`src/rtl/dma_pkg.sv`:
```
// Shared types and register select codes for the block-move DMA controller.
package dma_pkg;
    typedef enum logic [1:0] {
        PH_IDLE = 2'd0,
        PH_DEV  = 2'd1,
        PH_MEM  = 2'd2
    } phase_t;

    localparam logic [1:0] SEL_ADDR = 2'd0;
    localparam logic [1:0] SEL_LEN  = 2'd1;
    localparam logic [1:0] SEL_CTRL = 2'd2;
    localparam logic [1:0] SEL_CMD  = 2'd3;

    localparam int CMD_GO_BIT    = 0;
    localparam int CMD_CLEAR_BIT = 1;
    localparam int CTRL_DIR_BIT  = 0;
    localparam int CTRL_IE_BIT   = 1;
endpackage

```
`src/rtl/dma_csr.sv`:
```
// Register file and run bookkeeping for the DMA controller.
// Holds the live address/count (loaded by software, stepped per word),
// direction, interrupt enable and busy/done/error flags.
// Assumes DW >= AW, DW >= CW and DW >= 3.
module dma_csr #(
    parameter int AW = 16,
    parameter int CW = 16,
    parameter int DW = 32
) (
    input  logic          clk,
    input  logic          rst_n,
    input  logic          reg_wr,
    input  logic [1:0]    reg_addr,
    input  logic [DW-1:0] reg_wdata,
    output logic [DW-1:0] reg_rdata,
    input  logic          word_done,
    output logic [AW-1:0] cur_addr,
    output logic [CW-1:0] cur_len,
    output logic          dir,
    output logic          ie,
    output logic          busy,
    output logic          done,
    output logic          err,
    output logic          launch,
    output logic          last_word
);
    import dma_pkg::*;

    logic cmd_hit, go_req, clr_req, zero_go, setup_ok, finish;
    logic unused_wdata_bits;

    assign cmd_hit   = reg_wr && (reg_addr == SEL_CMD);
    assign go_req    = cmd_hit && reg_wdata[CMD_GO_BIT] && !busy;
    assign clr_req   = cmd_hit && reg_wdata[CMD_CLEAR_BIT];
    assign launch    = go_req && (cur_len != '0);
    assign zero_go   = go_req && (cur_len == '0);
    assign setup_ok  = reg_wr && !busy;
    assign last_word = (cur_len == CW'(1));
    assign finish    = word_done && last_word;
    assign unused_wdata_bits = ^reg_wdata;

    // Address register: software load while idle, step after each word.
    always_ff @(posedge clk) begin
        if (!rst_n)
            cur_addr <= '0;
        else if (setup_ok && reg_addr == SEL_ADDR)
            cur_addr <= reg_wdata[AW-1:0];
        else if (word_done)
            cur_addr <= cur_addr + AW'(1);
    end

    // Count register: software load while idle, count down per word.
    always_ff @(posedge clk) begin
        if (!rst_n)
            cur_len <= '0;
        else if (setup_ok && reg_addr == SEL_LEN)
            cur_len <= reg_wdata[CW-1:0];
        else if (word_done)
            cur_len <= cur_len - CW'(1);
    end

    // Control bits: direction and interrupt enable, locked while busy.
    always_ff @(posedge clk) begin
        if (!rst_n) begin
            dir <= 1'b0;
            ie  <= 1'b0;
        end else if (setup_ok && reg_addr == SEL_CTRL) begin
            dir <= reg_wdata[CTRL_DIR_BIT];
            ie  <= reg_wdata[CTRL_IE_BIT];
        end
    end

    // Status flags: busy from launch to last word, sticky done and error.
    always_ff @(posedge clk) begin
        if (!rst_n) begin
            busy <= 1'b0;
            done <= 1'b0;
            err  <= 1'b0;
        end else begin
            if (launch)
                busy <= 1'b1;
            else if (finish)
                busy <= 1'b0;

            if (finish)
                done <= 1'b1;
            else if (clr_req)
                done <= 1'b0;

            if (zero_go)
                err <= 1'b1;
            else if (clr_req)
                err <= 1'b0;
        end
    end

    // Read mux: zero-extended view of the selected register.
    always_comb begin
        reg_rdata = '0;
        case (reg_addr)
            SEL_ADDR: reg_rdata[AW-1:0] = cur_addr;
            SEL_LEN:  reg_rdata[CW-1:0] = cur_len;
            SEL_CTRL: begin
                reg_rdata[CTRL_DIR_BIT] = dir;
                reg_rdata[CTRL_IE_BIT]  = ie;
            end
            default:  reg_rdata[2:0] = {err, done, busy};
        endcase
    end
endmodule

```
`src/rtl/dma_mover.sv`:
```
// Word mover for the DMA controller: sequences the peripheral and memory
// handshakes for each word and holds the word in flight.
// Direction 0 takes the peripheral side first, direction 1 the memory side.
// Assumes dir is stable while a run is active.
module dma_mover #(
    parameter int DW = 32
) (
    input  logic          clk,
    input  logic          rst_n,
    input  logic          launch,
    input  logic          dir,
    input  logic          last_word,
    output logic          dev_req,
    input  logic          dev_ack,
    input  logic [DW-1:0] dev_rdata,
    output logic          mem_req,
    output logic          mem_we,
    input  logic          mem_rdy,
    input  logic [DW-1:0] mem_rdata,
    output logic [DW-1:0] hold_word,
    output logic          word_done
);
    import dma_pkg::*;

    phase_t phase, phase_nx;
    logic   dev_fire, mem_fire;

    assign dev_req   = (phase == PH_DEV);
    assign mem_req   = (phase == PH_MEM);
    assign mem_we    = mem_req && !dir;
    assign dev_fire  = dev_req && dev_ack;
    assign mem_fire  = mem_req && mem_rdy;
    assign word_done = (dev_fire && dir) || (mem_fire && !dir);

    // Next phase: alternate sides per word, return to idle after the last.
    always_comb begin
        phase_nx = phase;
        case (phase)
            PH_IDLE: if (launch) phase_nx = dir ? PH_MEM : PH_DEV;
            PH_DEV:  if (dev_ack) phase_nx = (dir && last_word) ? PH_IDLE : PH_MEM;
            PH_MEM:  if (mem_rdy) phase_nx = (!dir && last_word) ? PH_IDLE : PH_DEV;
            default: phase_nx = PH_IDLE;
        endcase
    end

    // Phase register.
    always_ff @(posedge clk) begin
        if (!rst_n)
            phase <= PH_IDLE;
        else
            phase <= phase_nx;
    end

    // Word buffer: captures from whichever side supplies the data.
    always_ff @(posedge clk) begin
        if (!rst_n)
            hold_word <= '0;
        else if (dev_fire && !dir)
            hold_word <= dev_rdata;
        else if (mem_fire && dir)
            hold_word <= mem_rdata;
    end
endmodule

```
`src/rtl/dma_engine.sv`:
```
// Top of the block-move DMA controller. Joins the register file with the
// word mover and forms the level interrupt.
// Assumes a single synchronous clock and physical word addresses.
module dma_engine #(
    parameter int AW = 16,
    parameter int CW = 16,
    parameter int DW = 32
) (
    input  logic          clk,
    input  logic          rst_n,
    input  logic          reg_wr,
    input  logic [1:0]    reg_addr,
    input  logic [DW-1:0] reg_wdata,
    output logic [DW-1:0] reg_rdata,
    output logic          dev_req,
    input  logic          dev_ack,
    input  logic [DW-1:0] dev_rdata,
    output logic [DW-1:0] dev_wdata,
    output logic          mem_req,
    output logic          mem_we,
    output logic [AW-1:0] mem_addr,
    output logic [DW-1:0] mem_wdata,
    input  logic          mem_rdy,
    input  logic [DW-1:0] mem_rdata,
    output logic          irq
);
    logic [AW-1:0] cur_addr;
    logic [CW-1:0] cur_len;
    logic          dir, ie, busy, done, err, launch, last_word, word_done;
    logic [DW-1:0] hold_word;

    dma_csr #(.AW(AW), .CW(CW), .DW(DW)) u_csr (
        .clk(clk), .rst_n(rst_n), .reg_wr(reg_wr), .reg_addr(reg_addr),
        .reg_wdata(reg_wdata), .reg_rdata(reg_rdata), .word_done(word_done),
        .cur_addr(cur_addr), .cur_len(cur_len), .dir(dir), .ie(ie),
        .busy(busy), .done(done), .err(err), .launch(launch),
        .last_word(last_word)
    );

    dma_mover #(.DW(DW)) u_mover (
        .clk(clk), .rst_n(rst_n), .launch(launch), .dir(dir),
        .last_word(last_word), .dev_req(dev_req), .dev_ack(dev_ack),
        .dev_rdata(dev_rdata), .mem_req(mem_req), .mem_we(mem_we),
        .mem_rdy(mem_rdy), .mem_rdata(mem_rdata), .hold_word(hold_word),
        .word_done(word_done)
    );

    assign mem_addr  = cur_addr;
    assign mem_wdata = hold_word;
    assign dev_wdata = hold_word;
    assign irq       = done && ie;
endmodule

```
`config.mk`:
```
export PLATFORM = sky130hd
export DESIGN_NAME = dma_engine
export DESIGN_NICKNAME = d
export VERILOG_FILES = /design/src/rtl/dma_pkg.sv /design/src/rtl/dma_csr.sv /design/src/rtl/dma_mover.sv /design/src/rtl/dma_engine.sv
export SDC_FILE = /design/constraint.sdc
export NUM_CORES = 1
export LEC_CHECK = 0
export BUFFER_PORTS_ARGS = -buffer_cell sky130_fd_sc_hd__buf_2
export CAP_MARGIN = 20
export CORE_MARGIN = 2
export CORE_UTILIZATION = 40
export CTS_CLUSTER_SIZE = 14
export DETAILED_ROUTE_END_ITERATION = 7
export MAX_ROUTING_LAYER = met4
export PLACE_DENSITY = 0.75
export SKIP_CTS_REPAIR_TIMING = 1
export SLEW_MARGIN = 10
export SYNTH_ARGS = -nofsm -noshare
export SYNTH_HDL_FRONTEND = slang
export SYNTH_SLANG_ARGS = --single-unit
```
`constraint.sdc`:
```
create_clock -name clk -period 2.2 [get_ports clk]
set_clock_uncertainty 0.2 [all_clocks]
set_input_delay 0.33 -clock clk [delete_from_list [all_inputs] [get_ports clk]]
set_output_delay 0.33 -clock clk [all_outputs]
set_load 0.01 [all_outputs]
```
Word-level counts from Yosys, hierarchy flattened
Cells that the tools add are included.
- register bits: 71
- bits in latches: 0
- memory bits (writable): 0
- bits in read-only memories: 0
- output and inout port bits: 116
- memories kept: 0
- add/sub/neg operators: 2
- $mul: 0
- div/mod/pow operators: 0
- $lt $le $gt $ge: 0
- equal/unequal tests: 9
- shifts and indexed selects: 0
- muxes and demuxes: 21
- bitwise gates (word level): 0
- reduce and logical (&&, ||, !) cells: 35
- operators with widths (cell ; number):
    16-bit two-way mux ; 4
    32-bit two-way mux ; 2
    13-bit one-hot mux with 2 select lines ; 1
    1-bit logical AND ; 21
    16-bit by 1-bit adder with 16-bit output (second input constant) ; 1
    16-bit by 1-bit equality test with 1-bit output (second input constant) ; 1
    16-bit logical NOT ; 1
    16-bit nonzero test ; 1
    16-bit by 1-bit subtractor with 16-bit output (second input constant) ; 1
    2-bit one-hot mux with 3 select lines ; 2
    2-bit nonzero test ; 6
    2-bit two-way mux ; 5
    2-bit equality test (second input constant) ; 3
    1-bit two-way mux ; 6
    2-bit inequality test (second input constant) ; 3
    2-bit by 1-bit equality test with 1-bit output (second input constant) ; 2
    2-bit logical NOT ; 2
    1-bit one-hot mux with 3 select lines ; 1
    3-bit AND reduction ; 1
    1-bit logical NOT ; 2
    1-bit logical OR ; 1

Logic depth before layout (Yosys ltp)
- word-level depth: 7
- gate-level depth with buffers: 7
- mapped depth without buffers: 6

Modules after synthesis
A second synthesis with hierarchy kept.
- cell total of the unflattened synthesis: 515
- area total of the unflattened synthesis: 4127.7 um^2
- modules (own cells, without submodules) (module ; instances ; cells each ; area an instance (um^2)):
    dma_csr ; 1 ; 282 ; 2327.2
    dma_mover ; 1 ; 200 ; 1554.0
    dma_engine ; 1 ; 33 ; 246.5

Worst setup path before layout
OpenSTA, ideal clock, no wires.
- path kind: register to register
- from: register u_csr.cur_len[2]
- to: register u_csr.cur_len[7]
- setup time: 0.074 ns
- arrival time: 1.827 ns
- data required time: 1.926 ns
- setup slack: 0.098 ns
- stages on the path, launching flop included: 6
- path through: dfxtp_1 -> buf_6 -> or4_4 -> or4_1 -> or4_1 -> a31oi_1
- word-level cells in the longest chain between the ends: 3
- ends and longest elaborated chain (item ; line ; RTL):
    from (decl) ; dma_csr.sv:18 ; output logic [CW-1:0] cur_len,
    from (signal assigned) ; dma_csr.sv:57 ; cur_len <= reg_wdata[CW-1:0];
    from (signal assigned) ; dma_csr.sv:59 ; cur_len <= cur_len - CW'(1);
    16-bit by 1-bit subtractor with 16-bit output ; dma_csr.sv:59 ;
    16-bit two-way mux ; dma_csr.sv:58 ; else if (word_done)
    16-bit two-way mux ; dma_csr.sv:56 ; else if (setup_ok && reg_addr == SEL_LEN)
No other way between the ends. The select of a mux whose other input is x is not followed.
A chain may end at the register's enable or synchronous reset.

Final worst setup path
- from: register u_csr.cur_len[1]
- to: register u_csr.cur_len[7]
Same word-level chain as after synthesis.

==> results.txt <==
outcome - completed
vias in the first global route - 4030
drt via density - 5.46
n_diodes - 0
min-delay worst type - in2reg
post-synthesis cell type count - 50
share of layout cells above drive strength 1 - 35.8%
Detailed Place HPWL - 9350 um
placed insts - 814
R2R depth - 4
Seq/Total Area, Yosys - 34.0%
gp weighted congestion - 0.923
VDD IR max - 0.284 mV
WP buf/inv - 0
CP startpoint kind - register
cell repeated most along the worst path - or4_4
fill count - 968
Worst Hold Depth - 3
core area - 10200 um2
CTS root buf - clkbuf_8
placed cell area - 5060 um2
global route total overflow - 0
slowest cell on the critical path - or4_4
Critical Path AT - 2.25 ns
Finished Layout Cells - 831
Hold Fails Final Rpt - 0
Max Slew Vio Count - 0
Rel. slew slack - 64.8%
Final Cell Area - 5350 um2
pin count of the biggest net entering global routing - 53
Post-Route WL - 12400 um
Tcrit/Tclk final - 98.9%
Synthesis Warnings - 0
Bufs on Longest Clock Path - 2
initial antenna violation count - 0
Power Dens Cells - 578 nW/um2
Power Total - 3.09 mW
cts bufs inserted - 9
DRC errors left - 0
Post-synth EDFFs - 0
CTS tree - built
via count - 4536
maxcap violations - 0
Die Y - 106 um
kind of critical path - reg2reg
Layout area overhead - 28.1%
clk_lat worst skew - 0.35 ns
num ports - 219
Async SR Flop Fraction - 0%
Global Route Usage Sum - 21.7%
Starting Density - 40.8%
max incr delay on CP - 0.52 ns
row cnt - 37
CP cell instances - or4_4 > or4_4 > or4_4 > a31oi_1
mapped cell area - 4180 um2
Yosys reg bits - 71
die width - 106 um
CP Capture Type - register
first-pass iteration count of the detailed router - 5
Stages on worst setup path - 4
DR iter-0 viols - 379
Setup violations, final - 0
Leak - 2.39 nW
first-pass GRT wire length - 19500 um
maximum clock frequency - 0.460 GHz
CP top delay family - simple AND/OR/NAND/NOR gates
Sink Count - 71
Post-Synthesis Cells - 532
Nets - 797
CP Max Fanout - 6
wire length per cell - 14.9 um
Die Area - 11300 um2
Routed Antenna Nets - 0
critical path required time - 2.28 ns
ys flop type - dfxtp_1
Mapped Avg Cell Area - 7.85 um2
worst slew pin tran - 0.514 ns
IO Port Bufs - 186
Worst-path clk slew - 0.08 ns
Tmin final - 2.18 ns
H-tree Lvls - 3
[final timing paths]
kind / from / endpoint / slack [ns]
max: u_csr.cur_len[1]$_SDFFE_PN0P_ / u_csr.cur_len[7]$_SDFFE_PN0P_ / 0.02
min: mem_rdata[13] / u_mover.hold_word[13]$_SDFFE_PN0P_ / 0.04
max reg2reg: u_csr.cur_len[1]$_SDFFE_PN0P_ / u_csr.cur_len[7]$_SDFFE_PN0P_ / 0.02
min reg2reg: u_csr.err$_SDFFE_PN0P_ / u_csr.err$_SDFFE_PN0P_ / 0.26
[through the flow]
step / setup TNS, ns / hold slack [ns] / setup WS (ns) / utilization, %
after floorplan: 0 / 0.232 / 0.0984 / -
after CTS: -0.00529 / 0.0271 / -0.00529 / 51.9
after global routing: -0.0392 / 0.0363 / -0.0206 / 52.3
final: 0 / 0.0431 / 0.0246 / 52.3
after detailed placement: 0 / 0.252 / 0.0314 / 49.5
after global placement: 0 / 0.245 / 0.0534 / 49.5
[cells in the mapped netlist, drive strengths merged (3+ instances only)]
master | instances | area, um2
mux2i | 16 | 160
o21ai | 46 | 230
dfxtp | 71 | 1420
nor3 | 3 | 15.0
nand3 | 5 | 25.0
nand4b | 3 | 26.3
buf | 53 | 389
a31oi | 17 | 106
nand2b | 3 | 18.8
nand2 | 75 | 282
or4 | 9 | 75.1
or3 | 15 | 93.8
nand4 | 5 | 31.3
ha | 3 | 37.5
nor3b | 3 | 22.5
a21oi | 24 | 120
a311oi | 27 | 236
o2111ai | 6 | 52.6
o211ai | 6 | 45.0
o31ai | 5 | 37.5
clkbuf | 34 | 128
inv | 5 | 18.8
nor2 | 51 | 191
a22oi | 6 | 45.0
xor2 | 10 | 87.6
[where the power goes]
group | total, mW | internal [mW] | switching [mW]
Sequential | 1.38 | 1.33 | 0.0501
Combinational | 0.424 | 0.194 | 0.230
Clock | 1.29 | 0.780 | 0.510
[cells in the final DEF (no fill, tap or decap), drive strengths merged, types with 5 or more instances in the layout]
cell type and instances:
o31ai 5, nand2 75, o2111ai 6, a31oi 17, inv 5, mux2i 16
or4 9, nand4 5, a21oi 24, nor2 51, a311oi 27, dfxtp 71
a22oi 6, or3 15, o211ai 6, nand3 5, o21ai 46, conb 16
clkbuf 10, buf 220, xor2 10
[cell type report]
cell class	count	area, um2	share of cell area, %
flip-flops and latches	71	1420	26.6
clock inverters	5	106	1.99
repair buffers	220	1190	22.2
clock buffers	10	138	2.57
well taps	136	170	3.18
multi-input cells	383	2300	43.1
inverters	6	22.5	0.421
[registers in the layout, summed over array words and instances, names as in the netlist]
signal,count
u_csr.busy,1
u_csr.ie,1
u_csr.cur_len,16
u_csr.done,1
u_mover.phase,2
u_csr.err,1
u_mover.hold_word,32
u_csr.cur_addr,16
u_csr.dir,1
[routing by layer]
metal  GRT usage [%]  part of all wire, %  vias up
met5               -                    0        -
met4            7.42                  1.7        0
met3            2.64                  6.3       19
met2            37.3                   50      198
met1            26.2                   42     2132
li1                -                    -     2187
[logic make-up after synthesis]
kind of cell	share of synthesized area [%]
fa+ha+maj	0.899
simple gates	22.3
mux	4.91
flops	34.0
buf+inv	12.9
other cells	0.0898
compound gates	22.3
xor+xnor	2.52
[worst register-to-register path: stages (launching register included)]
cell and delay [ns]:
dfxtp_2 0.36, or4_4 0.52, or4_4 0.44, or4_4 0.42
a31oi_1 0.17
No activity file was read; power rests on OpenSTA's default activity.
